## src/rtl/mob_pkg.sv

```systemverilog
package mob_pkg;
   localparam int NFLAGS   = 8;
   localparam int FLD_W    = 2;
   localparam int BYTE_W   = 8;

   // flag positions, control byte A then control byte B, low pair first
   localparam int FL_INTPND = 0;
   localparam int FL_RXIE   = 1;
   localparam int FL_TXIE   = 2;
   localparam int FL_VALID  = 3;
   localparam int FL_NEWDAT = 4;
   localparam int FL_MSGLST = 5;
   localparam int FL_TXRQST = 6;
   localparam int FL_RMTPND = 7;

   localparam logic [FLD_W-1:0] CODE_CLR = 2'b01;
   localparam logic [FLD_W-1:0] CODE_SET = 2'b10;

   localparam int CFG_EXT_BIT = 2;
   localparam int CFG_DIR_BIT = 3;

   // read encoding of four flags into one control byte
   function automatic logic [BYTE_W-1:0] enc_ctl(input logic [3:0] f);
      logic [BYTE_W-1:0] r;
      for (int i = 0; i < 4; i++) r[2*i +: 2] = f[i] ? CODE_SET : CODE_CLR;
      return r;
   endfunction
endpackage

```

## src/rtl/mob_flag.sv

```systemverilog
module mob_flag
   import mob_pkg::*;
(
   input  logic             clk,
   input  logic             rst_n,
   input  logic             wr_en,
   input  logic [FLD_W-1:0] wr_code,
   input  logic             core_set,
   input  logic             core_clr,
   output logic             q
);
   always_ff @(posedge clk or negedge rst_n) begin
      if (!rst_n)                               q <= 1'b0;
      else if (core_set)                        q <= 1'b1;
      else if (core_clr)                        q <= 1'b0;
      else if (wr_en && wr_code == CODE_SET)    q <= 1'b1;
      else if (wr_en && wr_code == CODE_CLR)    q <= 1'b0;
   end

   // core action overrides any processor code
   p_core_set_wins_r6: assert property (@(posedge clk) disable iff (!rst_n)
      core_set |=> q);
   p_core_clr_wins_r6: assert property (@(posedge clk) disable iff (!rst_n)
      (core_clr && !core_set) |=> !q);
   // keep codes and idle cycles hold the flag
   p_keep_r3: assert property (@(posedge clk) disable iff (!rst_n)
      (!core_set && !core_clr &&
       !(wr_en && (wr_code == CODE_SET || wr_code == CODE_CLR))) |=> $stable(q));
endmodule

```

## src/rtl/mob_slot.sv

```systemverilog
module mob_slot
   import mob_pkg::*;
#(
   parameter int OFF_W      = 4,
   parameter int ID_BYTES   = 4,
   parameter int DATA_BYTES = 8
) (
   input  logic              clk,
   input  logic              rst_n,
   input  logic              wr_en,
   input  logic [OFF_W-1:0]  wr_off,
   input  logic [BYTE_W-1:0] wr_data,
   input  logic [OFF_W-1:0]  rd_off,
   output logic [BYTE_W-1:0] rd_data,
   input  logic [NFLAGS-1:0] core_set,
   input  logic [NFLAGS-1:0] core_clr,
   output logic              irq_req
);
   localparam int ID_BASE   = 2;
   localparam int CFG_OFF   = ID_BASE + ID_BYTES;
   localparam int DATA_BASE = CFG_OFF + 1;
   localparam int USED      = DATA_BASE + DATA_BYTES;

   if (USED > 2**OFF_W) begin : g_bad_layout
      $error("mob_slot: %0d bytes do not fit a %0d-byte slot", USED, 2**OFF_W);
   end

   logic [BYTE_W-1:0] id_q   [ID_BYTES];
   logic [BYTE_W-1:0] data_q [DATA_BYTES];
   logic [BYTE_W-1:0] cfg_q;
   logic [NFLAGS-1:0] flag_q;
   logic [NFLAGS-1:0] set_eff;

   // a second arrival on a full object marks an overrun
   always_comb begin
      set_eff = core_set;
      set_eff[FL_MSGLST] = core_set[FL_MSGLST] | (core_set[FL_NEWDAT] & flag_q[FL_NEWDAT]);
   end

   for (genvar g = 0; g < NFLAGS; g++) begin : g_flag
      localparam int CTL_OFF = g / 4;
      localparam int FPOS    = (g % 4) * FLD_W;
      mob_flag u_flag (
         .clk      (clk),
         .rst_n    (rst_n),
         .wr_en    (wr_en && wr_off == OFF_W'(CTL_OFF)),
         .wr_code  (wr_data[FPOS +: FLD_W]),
         .core_set (set_eff[g]),
         .core_clr (core_clr[g]),
         .q        (flag_q[g])
      );
   end

   always_ff @(posedge clk or negedge rst_n) begin
      if (!rst_n) begin
         cfg_q <= '0;
         for (int k = 0; k < ID_BYTES; k++)   id_q[k]   <= '0;
         for (int k = 0; k < DATA_BYTES; k++) data_q[k] <= '0;
      end else if (wr_en) begin
         if (wr_off == OFF_W'(CFG_OFF)) cfg_q <= wr_data;
         for (int k = 0; k < ID_BYTES; k++)
            if (wr_off == OFF_W'(ID_BASE + k)) id_q[k] <= wr_data;
         for (int k = 0; k < DATA_BYTES; k++)
            if (wr_off == OFF_W'(DATA_BASE + k)) data_q[k] <= wr_data;
      end
   end

   always_comb begin
      rd_data = '0;
      if (rd_off == OFF_W'(0)) rd_data = enc_ctl(flag_q[3:0]);
      if (rd_off == OFF_W'(1)) rd_data = enc_ctl(flag_q[7:4]);
      if (rd_off == OFF_W'(CFG_OFF)) rd_data = cfg_q;
      for (int k = 0; k < ID_BYTES; k++)
         if (rd_off == OFF_W'(ID_BASE + k)) rd_data = id_q[k];
      for (int k = 0; k < DATA_BYTES; k++)
         if (rd_off == OFF_W'(DATA_BASE + k)) rd_data = data_q[k];
   end

   assign irq_req = flag_q[FL_VALID] & flag_q[FL_INTPND] &
                    (cfg_q[CFG_DIR_BIT] ? flag_q[FL_TXIE] : flag_q[FL_RXIE]);

   p_overrun_sets_lost_r7: assert property (@(posedge clk) disable iff (!rst_n)
      (core_set[FL_NEWDAT] && flag_q[FL_NEWDAT]) |=> flag_q[FL_MSGLST]);
endmodule

```

## src/rtl/mob_rdmux.sv

```systemverilog
module mob_rdmux
   import mob_pkg::*;
#(
   parameter bit REG_RD = 1'b1
) (
   input  logic              clk,
   input  logic              rst_n,
   input  logic [BYTE_W-1:0] d,
   output logic [BYTE_W-1:0] q
);
   if (REG_RD) begin : g_reg
      always_ff @(posedge clk or negedge rst_n) begin
         if (!rst_n) q <= '0;
         else        q <= d;
      end
   end else begin : g_comb
      logic unused_ok;
      assign unused_ok = clk ^ rst_n;
      assign q = d;
   end
endmodule

```

## src/rtl/mob_bank.sv

```systemverilog
module mob_bank
   import mob_pkg::*;
#(
   parameter int NUM_OBJ    = 15,
   parameter int ADDR_W     = 8,
   parameter int ID_BYTES   = 4,
   parameter int DATA_BYTES = 8,
   parameter bit REG_RD     = 1'b1
) (
   input  logic                clk,
   input  logic                rst_n,
   input  logic [ADDR_W-1:0]   cpu_addr,
   input  logic                cpu_we,
   input  logic [7:0]          cpu_wdata,
   output logic [7:0]          cpu_rdata,
   input  logic [ADDR_W-5:0]   core_obj,
   input  logic                core_set_intpnd,
   input  logic                core_set_newdat,
   input  logic                core_set_msglst,
   input  logic                core_set_rmtpnd,
   input  logic                core_clr_txrqst,
   output logic                irq
);
   localparam int OFF_W     = 4;
   localparam int SLOT_W    = ADDR_W - OFF_W;
   localparam int NUM_SLOTS = 2**SLOT_W;

   if (SLOT_W < 1) begin : g_bad_addr
      $error("mob_bank: ADDR_W %0d too small", ADDR_W);
   end
   if (NUM_OBJ < 1 || NUM_OBJ > NUM_SLOTS - 1) begin : g_bad_count
      $error("mob_bank: NUM_OBJ %0d outside 1..%0d", NUM_OBJ, NUM_SLOTS - 1);
   end

   logic [SLOT_W-1:0] slot_sel;
   logic [OFF_W-1:0]  off_sel;
   assign slot_sel = cpu_addr[ADDR_W-1:OFF_W];
   assign off_sel  = cpu_addr[OFF_W-1:0];

   logic [NFLAGS-1:0] set_req, clr_req;
   always_comb begin
      set_req = '0;
      clr_req = '0;
      set_req[FL_INTPND] = core_set_intpnd;
      set_req[FL_NEWDAT] = core_set_newdat;
      set_req[FL_MSGLST] = core_set_msglst;
      set_req[FL_RMTPND] = core_set_rmtpnd;
      clr_req[FL_TXRQST] = core_clr_txrqst;
   end

   logic [7:0]       rd_vec [NUM_SLOTS];
   logic [NUM_SLOTS-1:0] req_vec;

   for (genvar s = 0; s < NUM_SLOTS; s++) begin : g_slot
      if (s >= 1 && s <= NUM_OBJ) begin : g_obj
         logic hit_core;
         assign hit_core = (core_obj == SLOT_W'(s));
         mob_slot #(
            .OFF_W      (OFF_W),
            .ID_BYTES   (ID_BYTES),
            .DATA_BYTES (DATA_BYTES)
         ) u_slot (
            .clk      (clk),
            .rst_n    (rst_n),
            .wr_en    (cpu_we && slot_sel == SLOT_W'(s)),
            .wr_off   (off_sel),
            .wr_data  (cpu_wdata),
            .rd_off   (off_sel),
            .rd_data  (rd_vec[s]),
            .core_set (hit_core ? set_req : '0),
            .core_clr (hit_core ? clr_req : '0),
            .irq_req  (req_vec[s])
         );
      end else begin : g_empty
         assign rd_vec[s]  = '0;
         assign req_vec[s] = 1'b0;
      end
   end

   mob_rdmux #(.REG_RD(REG_RD)) u_rdmux (
      .clk   (clk),
      .rst_n (rst_n),
      .d     (rd_vec[slot_sel]),
      .q     (cpu_rdata)
   );

   assign irq = |req_vec;

   if (REG_RD) begin : g_chk_rd
      p_global_slot_zero_r4: assert property (@(posedge clk) disable iff (!rst_n)
         (slot_sel == '0) |=> (cpu_rdata == 8'h00));
      p_spare_byte_zero_r4: assert property (@(posedge clk) disable iff (!rst_n)
         (off_sel == '1) |=> (cpu_rdata == 8'h00));
   end
endmodule

```

## config.mk

```make
export PLATFORM = sky130hd
export DESIGN_NAME = mob_bank
export DESIGN_NICKNAME = d
export VERILOG_FILES = /design/src/rtl/mob_pkg.sv /design/src/rtl/mob_flag.sv /design/src/rtl/mob_slot.sv /design/src/rtl/mob_rdmux.sv /design/src/rtl/mob_bank.sv
export SDC_FILE = /design/constraint.sdc
export NUM_CORES = 2
export LEC_CHECK = 0
export ABC_AREA = 1
export ABC_CLOCK_PERIOD_IN_PS = 2000
export BUFFER_PORTS_ARGS = -buffer_cell sky130_fd_sc_hd__buf_4
export CAP_MARGIN = 40
export CORE_ASPECT_RATIO = 2
export CORE_MARGIN = 3
export CORE_UTILIZATION = 58
export DETAILED_ROUTE_END_ITERATION = 7
export GPL_ROUTABILITY_DRIVEN = 0
export GPL_TIMING_DRIVEN = 0
export PLACE_DENSITY_LB_ADDON = 0.3
export SYNTH_ARGS = -nofsm -noshare
export SYNTH_HDL_FRONTEND = slang
export SYNTH_SLANG_ARGS = --single-unit
```

## constraint.sdc

```tcl
create_clock -name clk -period 2 [get_ports clk]
set_input_delay 0.4 -clock clk [delete_from_list [all_inputs] [get_ports clk]]
set_output_delay 0.4 -clock clk [all_outputs]
set_load 0.05 [all_outputs]
```

==> results of run 1 <==
==> repair_timing <==
item	CTS
pin swaps	49
gates resized for setup	266
setup endpoints to repair	1890
hold buffers	3
endpoints found under the hold margin	146
setup buffers	21
gates cloned	3
==> metal layers <==
| layer | global-route usage | overflow |
|---|---|---|
| met1 | 0.721 | 28 |
| met5 | 0.349 | 8 |
| met2 | 0.879 | 458 |
| met4 | 0.706 | 348 |
| met3 | 0.581 | 41 |
==> metrics by stage <==
stage                     setup WS (ps)  std cells
after detailed placement          -2320      11900
after global placement           -19640      11600
after floorplan                   0.725       9850
after CTS                          -726      12200
==> cell usage after synthesis (all sizes together) <==
library cell  number
nor4               1
dfrtp           1688
o211ai            20
a22oi             15
o21ai           1835
nand4            306
inv              644
buf               98
a21oi            112
o221ai             6
clkbuf           565
nor3b              2
or2              125
nand3b            29
nor3               2
nand3            291
o2111ai           12
nand2           3525
o21bai             1
a211oi             1
nor2             572
==> logic make-up after synthesis <==
kind of cell / Yosys count / share of synthesized area
buffers and inverters: 1307 / 0.0648
AO/OA/AOI/OAI: 2002 / 0.132
AND/OR/NAND/NOR: 4853 / 0.256
flip-flops: 1688 / 0.547
==> out/results.ini, run 1 <==
[die]
ios = 37
die_x_um = 264
initial_utilization = 0.586
core.rowCount = 188
die_h_um = 522

[logic_synthesis]
synth_seq_cells = 1688
synth_nets = 9878
yosys-top-cells-area = dfrtp_1, nand2_1, o21ai_0, inv_1, clkbuf_1
yosys.area.top_type = dfrtp_1
synth-seq-area-share = 0.547
synthesis.area_mm2 = 0.0772
syn_avg_cell_area_um2 = 7.84
synth_top_area_frac = 0.547
yosysWarnings = 0
synth_cell_types = 30
postSynthCellCount = 9850

[placement]
hpwl_um = 302000
dpl_cell_area_mm2 = 0.0835
port-buffer-count = 35

[clock_tree]
cts_root_buf = clkbuf_16
clkSinkCount = 1688
cts_buffer_depth = 3
h-tree-depth = 4
numCtsBuffers = 143

[global_route]
grt_pass1_vias = 87600
grt_pass1_wl_um = 722000
grt_use_total = 0.723
grt_max_degree = 193
grt.overflow.total = 883

[status]
failed_stage = global routing (5_1_grt)
status = did not finish
error_line = [ERROR GRT-0116] Global routing finished with congestion. Check the congestion regions in the DRC Viewer.

==> run 2, diff against run 1 <==
--- a/config.mk
+++ b/config.mk
@@ -9,13 +9,12 @@
 export ABC_CLOCK_PERIOD_IN_PS = 2000
 export BUFFER_PORTS_ARGS = -buffer_cell sky130_fd_sc_hd__buf_4
 export CAP_MARGIN = 40
-export CORE_ASPECT_RATIO = 2
 export CORE_MARGIN = 3
-export CORE_UTILIZATION = 58
+export CORE_UTILIZATION = 40
 export DETAILED_ROUTE_END_ITERATION = 7
 export GPL_ROUTABILITY_DRIVEN = 0
 export GPL_TIMING_DRIVEN = 0
-export PLACE_DENSITY_LB_ADDON = 0.3
+export PLACE_DENSITY_LB_ADDON = 0.15
 export SYNTH_ARGS = -nofsm -noshare
 export SYNTH_HDL_FRONTEND = slang
 export SYNTH_SLANG_ARGS = --single-unit
==> out/results.ini, run 2 <==
[routing]
vias_per_cell = 5.91
wl_per_cell_um = 30.6
wirelength_um = 399000
firstDrtPassIters = 8
antenna_left = 0
num_vias = 77000
drt_iter0_drc = 12100
drt_drc_violations_left = 1

[clock_tree]
cts_root_buf = clkbuf_16
cts_buffer_depth = 3  ; unchanged
h-tree-depth = 4  ; unchanged
clk_latency_ps = 890
cts_tree = done
ctsHoldBuffers = 8  ; +5
clkSlewWorstSetupHoldPaths_ps = 60
clkSinkCount = 1688  ; unchanged
numCtsBuffers = 185  ; +29%

[timing]
grt_setup_unrepaired = yes
fin_tns_setup_ps = -9260
fin_ws_ps = -1250
finalHoldViolCount = 153
fin_crit_sh = 1.62
tightest_slew_ps = 1050
slew_headroom = 0.301
hold_ws_ps = -554
timing.final.crit_period_ps = 3250
fmax_ghz = 0.308
setup_viol = 18
maxSlewViolCount = 0
fin_skew_ps = 40.8

[logic_synthesis]
synthesis.area_mm2 = 0.0772  ; unchanged
yosys.area_share.xor_xnor = 0  ; unchanged
yosys-top-cells-count = nand2_1, o21ai_0, dfrtp_1
yosys-top-cells-area = dfrtp_1, nand2_1, o21ai_0, inv_1, clkbuf_1
synth_cell_types = 30  ; unchanged
synth_enable_flop_cells = 0  ; unchanged
synth_seq_cells = 1688  ; unchanged
synth_nets = 9878  ; unchanged
synth_compound_area_frac = 0.132  ; unchanged
synth_top_area_frac = 0.547  ; unchanged
yosysMostFrequentCell = nand2_1
synthSimpleGateAreaFrac = 0.256  ; unchanged
synth_top_family_by_area = simple AND/OR/NAND/NOR gates
ys.flop_type = dfrtp_1
postSynthCellCount = 9850  ; unchanged
synth_mux_area_frac = 0  ; unchanged
yosys.area.top_type = dfrtp_1
synth-adder-area-share = 0  ; unchanged
synth-seq-area-share = 0.547  ; unchanged
yosysWarnings = 0  ; unchanged
async_flop_share = 1.00  ; unchanged
syn_avg_cell_area_um2 = 7.84  ; unchanged

[cells_and_area]
nets = 10400
area_delta_synth_final_pct = 19.0
fill_cells = 19000
final_cells = 13000
multi_input_area_mm2 = 0.0308
finish.utilization = 0.481
drive_gt1_frac = 0.0973
largest_reg_flops = 960
ff_latch_area_mm2 = 0.0423
reg.largest.list = g_slot.g_obj.u_slot.data_q: 960 flops, g_slot.g_obj.u_slot.id_q: 480 flops
final_common_cell = nand2_1
layout_common_cells = nand2_1, o21ai_0, dfrtp_1, inv_1, clkbuf_1
top_register = g_slot.g_obj.u_slot.data_q

[global_route]
grt.overflow.total = 0
grt_use_total = 0.396
grt_pass1_wl_um = 551000
grt_pass1_vias = 69900
grt_max_degree = 172
antenna_found_initial = 40

[placement]
port-buffer-count = 35  ; unchanged
hpwl_um = 310000  ; +2.6%
dp.cells = 12700  ; +6.6%

[run]
maxCapViolCount = 0

[die]
die_h_um = 445  ; -15%
die_x_um = 445  ; +69%
core.rowCount = 160  ; -15%
initial_utilization = 0.404  ; -0.182
dieArea_mm2 = 0.198
ios = 37  ; unchanged
core_mm2 = 0.191

[critical_path]
crit_chain = nand2_4 > nand3_4 > nor2_4 > nand4_1 > nand2_2 > nand4_1 > nor2_2 > nand3_1 > nand2_1 > nand4_1 > nand2_1 > nand4_1
criticalPathCategory = flip-flop to flip-flop
cp_max_fo = 2
crit_family = simple AND/OR/NAND/NOR gates
end_kind = flip-flop
arrival_ps = 3970
cp_common_cell = nand4_1
max_stage_delay_ps = 650
critPathSlowestCell = nand4_1
crit_required_ps = 2720
critical_path_buf_inv_count = 0
setup.worst_path.start_class = flip-flop

[status]
violations = DRC, hold timing, setup timing
status = finished, violations left

[min_path]
hp-class = input pin to asynchronous set/reset pin

[power]
pwr_density_cell_mw_per_mm2 = 875
ir_drop_uv = 999
leakage_nw = 41.7
finalPower_w = 0.0804

-- run 2: where the power goes --
group | total, W | leakage [nW] | switching (W) | internal (W)
Sequential | 0.0372 | 23.0 | 0.00129 | 0.0359
Clock | 0.0346 | 2.93 | 0.0151 | 0.0195
Combinational | 0.00857 | 15.7 | 0.00643 | 0.00214
-- run 2: cells by family after synthesis --
family	Yosys count
compound gates	2002
buf+inv	1307
flops	1688
simple gates	4853
-- run 2: path summary, 6_finish.rpt --
kind | from | slack, ps | endpoint | cells past startpoint
max | g_slot[12].g_obj.u_slot.cfg_q[5]$_DFFE_PN0P_ | -1250 | u_rdmux.q[5]$_DFF_PN0_ | 12
min | rst_n | -550 | g_slot[12].g_obj.u_slot.id_q[29]$_DFFE_PN0P_ | 1
max reg2reg | g_slot[12].g_obj.u_slot.cfg_q[5]$_DFFE_PN0P_ | -1250 | u_rdmux.q[5]$_DFF_PN0_ | 12
min reg2reg | g_slot[13].g_obj.u_slot.id_q[11]$_DFFE_PN0P_ | 480 | g_slot[13].g_obj.u_slot.id_q[11]$_DFFE_PN0P_ | 2
max in group asynchronous | rst_n | 300 | g_slot[4].g_obj.u_slot.data_q[0]$_DFFE_PN0P_ | 4
min in group clk | core_obj[2] | 20 | g_slot[1].g_obj.u_slot.g_flag[0].u_flag.q$_DFFE_PN0P_ | 6
-- run 2: through the flow --
step                cell area, um^2  setup WS, ps
global route                  91900         -1320
CTS                           91400         -1150
global placement              80600        -21220
detailed placement            84500         -2860
floorplan                     77200         0.725
finish                        91900         -1250
-- run 2: cell type report --
| cell class | count | share of cell area |
|---|---|---|
| Sequential cell | 1688 | 0.460 |
| Multi-Input combinational cell | 6855 | 0.335 |
| Clock buffer | 283 | 0.0596 |
| Timing Repair Buffer | 320 | 0.0478 |
| Tap cell | 2511 | 0.0342 |
| Buffer | 663 | 0.0317 |
| Inverter | 644 | 0.0264 |
| Clock inverter | 45 | 0.00536 |
| Antenna cell | 18 | 0.000490 |
-- run 2: repair_timing --
item / CTS / global route
endpoints found under the hold margin: 165 / 141
pin swaps: 62 / 71
setup buffers: 5 / 4
endpoints found under the setup margin: 1758 / 1044
gates resized for setup: 238 / 167
cloned: 3 / 2
-- run 2: routing by layer --
metal,vias up,GRT usage,routed length (um)
met5,-,0.000244,110
met4,12,0.284,36600
met3,1441,0.126,52400
met2,5590,0.554,161000
met1,37200,0.514,149000
li1,32700,-,-
Power figures use the tool's default switching activity.
